==> src/rtl/ckgen_pkg.sv <==
// Package: shared widths, field positions and divisor tables for the
// clock-enable generator. Assumes divisors never exceed 8.
package ckgen_pkg;
    localparam int CTRL_W   = 16;
    localparam int CODE_W   = 3;
    localparam int DIV_W    = 4;
    localparam int PLL_BIT  = 10;
    localparam int CPU_LSB  = 6;
    localparam int BUS_LSB  = 3;
    localparam int PER_LSB  = 0;
    localparam int NUM_DOM  = 3;
    localparam logic [CTRL_W-1:0] CTRL_RESET = 16'h0E0A;

    // Divisor for the core and bus fields.
    function automatic logic [DIV_W-1:0] fast_div(input logic [CODE_W-1:0] code);
        return (code < 3'd5) ? DIV_W'(code) + DIV_W'(1) : DIV_W'(8);
    endfunction

    // Divisor for the peripheral field.
    function automatic logic [DIV_W-1:0] slow_div(input logic [CODE_W-1:0] code);
        case (code)
            3'd0:    return DIV_W'(2);
            3'd1:    return DIV_W'(3);
            3'd2:    return DIV_W'(4);
            3'd3:    return DIV_W'(6);
            default: return DIV_W'(8);
        endcase
    endfunction
endpackage

==> src/rtl/ckgen_ctrl_reg.sv <==
// Control word register with address match on the low 12 bits.
// Assumes a single-cycle write strobe; reads are combinational.
module ckgen_ctrl_reg #(
    parameter int ADDR_W   = 32,
    parameter int DEC_W    = 12,
    parameter logic [DEC_W-1:0] OFFSET = '0
) (
    input  logic                        clk,
    input  logic                        rst_n,
    input  logic                        wr,
    input  logic [ADDR_W-1:0]           addr,
    input  logic [ckgen_pkg::CTRL_W-1:0] wdata,
    output logic [ckgen_pkg::CTRL_W-1:0] rdata,
    output logic [ckgen_pkg::CTRL_W-1:0] ctrl,
    output logic                        wr_hit
);
    import ckgen_pkg::*;

    logic hit;
    // Decode: compare only the low address bits.
    always_comb hit = (addr[DEC_W-1:0] == OFFSET);

    // Write qualifier, also used to restart the dividers.
    always_comb wr_hit = wr && hit;

    // Register: load on a matching write.
    always_ff @(posedge clk) begin
        if (!rst_n)      ctrl <= CTRL_RESET;
        else if (wr_hit) ctrl <= wdata;
    end

    // Read mux: control word on a match, zero elsewhere.
    always_comb rdata = hit ? ctrl : '0;

    p_write_capture_r8: assert property (@(posedge clk) disable iff (!rst_n)
        wr_hit |=> (ctrl == $past(wdata)));
    p_miss_hold_r9: assert property (@(posedge clk) disable iff (!rst_n)
        (wr && !hit) |=> $stable(ctrl));
endmodule

==> src/rtl/ckgen_prescale.sv <==
// Pre-divider: emits a base tick every PRE_DIV cycles, or every cycle
// when bypassed. Assumes bypass only changes together with clr.
module ckgen_prescale #(
    parameter int PRE_DIV = 6
) (
    input  logic clk,
    input  logic rst_n,
    input  logic clr,
    input  logic bypass,
    output logic tick
);
    localparam int PW = (PRE_DIV > 1) ? $clog2(PRE_DIV) : 1;
    logic [PW-1:0] cnt;

    // Tick on the last count, or always when bypassed.
    always_comb tick = bypass || (cnt == PW'(PRE_DIV - 1));

    // Counter: wraps at PRE_DIV, held at zero when bypassed or cleared.
    always_ff @(posedge clk) begin
        if (!rst_n || clr || bypass)     cnt <= '0;
        else if (cnt == PW'(PRE_DIV - 1)) cnt <= '0;
        else                             cnt <= cnt + PW'(1);
    end

    p_pre_gap_r5: assert property (@(posedge clk) disable iff (!rst_n)
        (tick && !bypass && !clr) |=> !tick);
endmodule

==> src/rtl/ckgen_ratio.sv <==
// Domain divider: counts base ticks and emits one enable per div ticks.
// Assumes div >= 1 and that div only changes in a cycle with clr high.
module ckgen_ratio #(
    parameter int DIV_W = 4
) (
    input  logic             clk,
    input  logic             rst_n,
    input  logic             clr,
    input  logic             tick,
    input  logic [DIV_W-1:0] div,
    output logic             en
);
    logic [DIV_W-1:0] cnt;

    // Enable on the tick that completes a period.
    always_comb en = tick && (cnt == div - DIV_W'(1));

    // Tick counter: restarts after each enable or a clear.
    always_ff @(posedge clk) begin
        if (!rst_n || clr) cnt <= '0;
        else if (tick)     cnt <= en ? '0 : cnt + DIV_W'(1);
    end

    p_cnt_bound_r6: assert property (@(posedge clk) disable iff (!rst_n)
        cnt < div);
    p_pulse_gap_r6: assert property (@(posedge clk) disable iff (!rst_n)
        (en && div != DIV_W'(1) && !clr) |=> !en);
endmodule

==> src/rtl/clk_enable_gen.sv <==
// Top: control register, shared pre-divider and three domain dividers.
// Outputs are single-cycle enables in the base clock domain.
module clk_enable_gen #(
    parameter int ADDR_W  = 32,
    parameter int PRE_DIV = 6
) (
    input  logic        clk,
    input  logic        rst_n,
    input  logic        reg_wr,
    input  logic [31:0] reg_addr,
    input  logic [15:0] reg_wdata,
    output logic [15:0] reg_rdata,
    output logic        cpu_en,
    output logic        bus_en,
    output logic        per_en
);
    import ckgen_pkg::*;

    logic [CTRL_W-1:0] ctrl;
    logic              wr_hit;
    logic              tick;
    logic [DIV_W-1:0]  div_sel [NUM_DOM];
    logic [NUM_DOM-1:0] en_vec;

    ckgen_ctrl_reg #(.ADDR_W(ADDR_W)) u_reg (
        .clk(clk), .rst_n(rst_n), .wr(reg_wr), .addr(reg_addr[ADDR_W-1:0]),
        .wdata(reg_wdata), .rdata(reg_rdata), .ctrl(ctrl), .wr_hit(wr_hit)
    );

    ckgen_prescale #(.PRE_DIV(PRE_DIV)) u_pre (
        .clk(clk), .rst_n(rst_n), .clr(wr_hit),
        .bypass(ctrl[PLL_BIT]), .tick(tick)
    );

    // Field decode: each domain's divisor from its table.
    always_comb begin
        div_sel[0] = fast_div(ctrl[CPU_LSB +: CODE_W]);
        div_sel[1] = fast_div(ctrl[BUS_LSB +: CODE_W]);
        div_sel[2] = slow_div(ctrl[PER_LSB +: CODE_W]);
    end

    for (genvar d = 0; d < NUM_DOM; d++) begin : g_dom
        ckgen_ratio #(.DIV_W(DIV_W)) u_div (
            .clk(clk), .rst_n(rst_n), .clr(wr_hit), .tick(tick),
            .div(div_sel[d]), .en(en_vec[d])
        );
    end

    // Output mapping.
    always_comb begin
        cpu_en = en_vec[0];
        bus_en = en_vec[1];
        per_en = en_vec[2];
    end

    p_restart_r7: assert property (@(posedge clk) disable iff (!rst_n)
        (wr_hit && !(reg_wdata[PLL_BIT] && reg_wdata[CPU_LSB +: CODE_W] == 3'd0))
        |=> !cpu_en);
    p_div1_high_r6: assert property (@(posedge clk) disable iff (!rst_n)
        (ctrl[PLL_BIT] && ctrl[CPU_LSB +: CODE_W] == 3'd0) |-> cpu_en);
    p_per_never_every_r4: assert property (@(posedge clk) disable iff (!rst_n)
        (per_en && !wr_hit) |=> !per_en);
endmodule

==> config.mk <==
export PLATFORM = sky130hd
export DESIGN_NAME = clk_enable_gen
export DESIGN_NICKNAME = d
export VERILOG_FILES = /design/src/rtl/ckgen_pkg.sv /design/src/rtl/ckgen_ctrl_reg.sv /design/src/rtl/ckgen_prescale.sv /design/src/rtl/ckgen_ratio.sv /design/src/rtl/clk_enable_gen.sv
export SDC_FILE = /design/constraint.sdc
export NUM_CORES = 1
export LEC_CHECK = 0
export BUFFER_PORTS_ARGS = -buffer_cell sky130_fd_sc_hd__buf_2
export CORE_UTILIZATION = 50
export DETAILED_ROUTE_END_ITERATION = 7
export GPL_TIMING_DRIVEN = 0
export PLACE_DENSITY = 0.86
export SLEW_MARGIN = 25
export SYNTH_ARGS = -nofsm -noshare
export SYNTH_HDL_FRONTEND = slang
export SYNTH_SLANG_ARGS = --single-unit
==> constraint.sdc <==
create_clock -name clk -period 5.1 [get_ports clk]
set_input_delay 1.53 -clock clk [delete_from_list [all_inputs] [get_ports clk]]
set_output_delay 1.53 -clock clk [all_outputs]
set_load 0.01 [all_outputs]
## After elaboration in Yosys (flattened, before gate mapping)

Index checks and enable logic that the tools add are counted.

- Latch bits: 0
- Output and inout bits: 19
- Memories: 0
- Register bits after elaboration: 31
- Memory bits (read-only): 0
- Input port bits: 51
- Memory bits (writable): 0

- Reduce and logical (&&, ||, !) cells: 11
- Equal/unequal tests: 7
- Mux-type cells: 7
- Div/mod/pow operators: 0
- Bitwise gates (word level): 0
- Magnitude comparators: 2
- $add $sub $neg: 9
- Multipliers: 0
- Shift operators: 0

Operators with widths:

| kind | count |
|---|---|
| $mux 4 | 5 |
| $mux 16 | 1 |
| $pmux 4 s4 | 1 |
| $add 4x1->4 const B | 3 |
| $eq 4x4->1 | 3 |
| $logic_not 12->1 | 1 |
| $sub 4x1->4 const B | 3 |
| $add 3x1->4 const B | 2 |
| $eq 3x2->1 const B | 2 |
| $lt 3x3->1 const B | 2 |
| $logic_and 1x1->1 | 4 |
| $add 3x1->3 const B | 1 |
| $eq 3x1->1 const B | 1 |
| $eq 3x3->1 const B | 1 |
| $logic_not 3->1 | 1 |
| $logic_or 1x1->1 | 3 |
| $reduce_or 2->1 | 1 |
| $logic_not 1->1 | 1 |

## Depth between registers and ports, before layout

- Depth in word-level cells: 6
- Mapped depth: 8

## By module

Synthesis repeated with hierarchy kept, for this count alone.

- Cells, all modules: 212
- Area, all modules: 1913.1 um2

By module, submodules not included:

| module | cells an instance | instances | area each (um2) | sequential area each (um2) |
|---|---|---|---|---|
| ckgen_ctrl_reg | 93 | 1 | 825.8 | 320.3 |
| ckgen_ratio | 29 | 3 | 274.0 | 80.1 |
| ckgen_prescale | 13 | 1 | 141.4 | 60.1 |
| clk_enable_gen | 19 | 1 | 123.9 | 0.0 |

## Worst setup path after synthesis

Ideal clock, no wire load.

- Path kind: input port to output port
- Start point: input reg_addr[1]
- End point: output reg_rdata[10]
- Cell stages on the path: 5
- Buffers on the path: 2
- Required time: 3.570 ns
- Arrival: 2.496 ns
- Path slack: 1.074 ns
- Cells stage by stage: nor4_1 -> and3_1 -> buf_4 -> clkbuf_1 -> and2_1

- Longest elaborated chain between the ends: 2

RTL lines:

| what | line | RTL |
|---|---|---|
| start, declared | clk_enable_gen.sv:10 | `input logic [31:0] reg_addr,` |
| $logic_not 12->1 | ckgen_ctrl_reg.sv:21 | `always_comb hit = (addr[DEC_W-1:0] == OFFSET);` |
| $mux 16 | ckgen_ctrl_reg.sv:33 | `always_comb rdata = hit ? ctrl : '0;` |
| end, declared | clk_enable_gen.sv:12 | `output logic [15:0] reg_rdata,` |

Every way passes these cells.

## Final worst setup path

- Start point: input reg_addr[2]
- End point: output reg_rdata[8]

The elaborated chain is that of the path after synthesis.

==> results_dict.tcl <==
set metrics [dict create \
    die-area_um2 3820 \
    critPathTopFamily "simple AND/OR/NAND/NOR gates" \
    grt_pass1_wl_um 6100 \
    post_synth_instance_area_um2 1790 \
    yosys_warnings 0 \
    grt_usage_pct 22.0 \
    worst_path_most_repeated_cell "buf_2" \
    max_freq_mhz 222 \
    synth_area_leaders "dfxtp_1 (35%), nand2_1 (9.0%), and2_1 (5.6%), ha_1 (5.6%), a21boi_0 (4.6%)" \
    grt_max_degree 12 \
    ys_ff_latch 31 \
    postCtsSetupRepairBufs 0 \
    synth_xor_area_share_pct 7.76 \
    yosys.area_share.simple_pct 32.6 \
    grt_pass1_vias 1418 \
    cts_tree "done" \
    synth_top_area_share_pct 34.7 \
    static-leakage-power_nw 0.934 \
    finalSetupTns_ns 0 \
    slew_violations 0 \
    power.density_nw_per_um2 209 \
    cap_violations 0 \
    worstSetupPathType "input pin to primary output" \
    timing.critical_path.from "reg_addr[2]" \
    slowest_stage "nor4_1" \
    io_buffers 49 \
    fin_crit_sh_pct 88.2 \
    gp_congestion 0.782 \
    synth_compound_area_share_pct 13.3 \
    vias 1543 \
    worst_pin_slew_ns 0.428 \
    hold_violations 0 \
    hold_buffers 0 \
    cp_max_fo 10 \
    synth_top_family_by_area "simple AND/OR/NAND/NOR gates" \
    crit_path_end_kind "primary output" \
    io_pins 70 \
    clock_sinks 31 \
    firstDrtPassIters 4 \
    final_common_cell "buf_2" \
    synth_cells 204 \
    nets 319 \
    drtAntennaViolNets 0 \
    rows 21 \
    min_path_type "flip-flop to flip-flop" \
    clock_latency_ns 0.36 \
    hp-start "u_reg.ctrl[15]" \
    final_cell_mix "buf_2 (49), nand2_1 (43), dfxtp_1 (31), and2_1 (16), a21boi_0 (11)" \
    relSlewSlack_pct 71.5 \
    drt_iter0_drc 49 \
    h-tree-depth 2 \
    path_clk_slew_ns 0.11 \
    start_util_pct 52.8 \
    skew_ns 0.00429 \
    synth_nets 263 \
    period_needed_ns 4.50 \
    r2r_start "u_reg.ctrl[1]" \
    synth_adder_area_share_pct 5.59 \
    syn_avg_cell_area_um2 8.78 \
    muxShareOfSynthArea_pct 0.559 \
    worstPathArrival_ns 2.97 \
    routed_wl_um 3750 \
    antenna_found_initial 0 \
    holdWs_ns 0.464 \
    die_y_um 61.8 \
    grt_overflow_total 0 \
    antenna_cells 0 \
    syn2layout_area_growth_pct 20.1 \
    max_stage_delay_ns 0.34 \
    cts_made_buffers 5 \
    ir_drop_mv 0.127 \
    yosysSeqAreaShare_pct 34.7 \
    synth_largest_area_cell "dfxtp_1" \
    clock_path_buffers 2 \
    outcome "finished clean" \
    grt_setup_unrepaired "false" \
    routedWlPerCell_um 12.2 \
    drc 0 \
    drive_gt1_share_pct 29.5 \
    crit_path_cell_trace "buf_2, nor4_1, and3_1, buf_4, clkbuf_1, and2_1, buf_2" \
    cts_resized 0 \
    die_x_um 61.8 \
    cts_root_buffer "clkbuf_4" \
    core-area_um2 3390 \
    cp_num_buf_inv 4 \
    setup_viol 0 \
    via_per_inst 5.03 \
    worst_ep_required_time_ns 3.57 \
    hpwl_um 2910 \
    yosysUniqueCellTypes 48 \
    critPathLaunchType "input pin" \
]
-- cells by family (layout without fill, tap and decap cells) --
| group | Yosys count | in the layout |
|---|---|---|
| buffers and inverters | 15 | 72 |
| adder cells (fa/ha/maj) | 8 | 8 |
| multiplexers | 1 | 1 |
| AND/OR/NAND/NOR | 103 | 103 |
| AO/OA/AOI/OAI | 31 | 31 |
| flip-flops | 31 | 31 |
| XOR/XNOR | 15 | 15 |
-- metal layers --
metal  vias to the layer above  share of wire [%]  global-route usage [%]
met5                         -                  0                       0
met4                         0                1.5                    7.62
met3                         6                3.8                    6.83
met2                        26                 50                    37.0
met1                       696                 45                    26.8
li1                        815                  -                       -
-- cells in the mapped netlist (all sizes together) --
library cell	instances
nor3b	2
a41oi	1
nand2	44
clkbuf	2
and4	1
and3	1
nor3	7
and2	16
nand4bb	1
a32oi	1
nor4	4
or4	1
o2111ai	1
nor2	5
nand3b	2
nor4b	2
o2bb2ai	1
a21boi	11
a22o	1
nand3	7
ha	8
dfxtp	31
inv	6
o21a	1
buf	7
or3	2
a211oi	3
o21bai	1
a31oi	1
mux2i	1
nand2b	2
xor2	8
a21oi	6
a21o	2
nor2b	2
xnor2	7
o21ai	1
nand4	4
-- through the flow --
stage | setup slack (ns) | std cells | total power [W] | util [%] | cell area [um^2]
6_report | 0.603 | 307 | 0.000450 | 63.5 | 2150
3_5_place_dp | 0.576 | 299 | 0.000306 | 61.8 | 2090
5_1_grt | 0.392 | 307 | 0.000470 | 63.5 | 2150
4_1_cts | 0.572 | 307 | 0.000451 | 63.5 | 2150
3_3_place_gp | 0.655 | 299 | 0.000304 | 61.8 | 2090
2_1_floorplan | 1.07 | 204 | 0.000286 | - | 1790
-- state kept, by name (all words and copies together) (netlist names) --
signal / count
u_pre.cnt: 3
u_reg.ctrl: 16
g_dom.u_div.cnt: 12
-- final cells by class --
| cell class | count | area (um^2) |
|---|---|---|
| Buffer | 9 | 75.1 |
| Timing Repair Buffer | 49 | 245 |
| Tap cell | 46 | 57.6 |
| Clock buffer | 5 | 37.5 |
| Clock inverter | 3 | 20.0 |
| Sequential cell | 31 | 621 |
| Multi-Input combinational cell | 158 | 1070 |
| Inverter | 6 | 22.5 |
| Fill cell | 307 | 1240 |
-- path summary, 6_finish.rpt --
kind                                              end  slack (ns)  cells past startpoint
worst min register to register         u_reg.ctrl[15]        0.46                      2
worst max-delay path                     reg_rdata[8]        0.60                      7
worst max register to register  g_dom[2].u_div.cnt[0]        3.20                      8
worst min-delay path                   u_reg.ctrl[15]        0.46                      2
-- worst register-to-register path, cell delays in order (launching register included) --
cell	delay, ns
dfxtp_1	0.37
nor3b_2	0.25
inv_1	0.07
ha_1	0.20
xnor2_1	0.23
xnor2_2	0.17
nor4_4	0.08
or3_1	0.31
a21oi_1	0.15
-- power breakdown --
part / internal, W / leakage, nW / total (W) / switching (W)
combinational: 0.0000244 / 0.656 / 0.0000454 / 0.0000210
clock: 0.0000525 / 0.0272 / 0.000149 / 0.0000970
sequential: 0.000247 / 0.251 / 0.000255 / 0.00000745
Power figures use the tool's default switching activity.
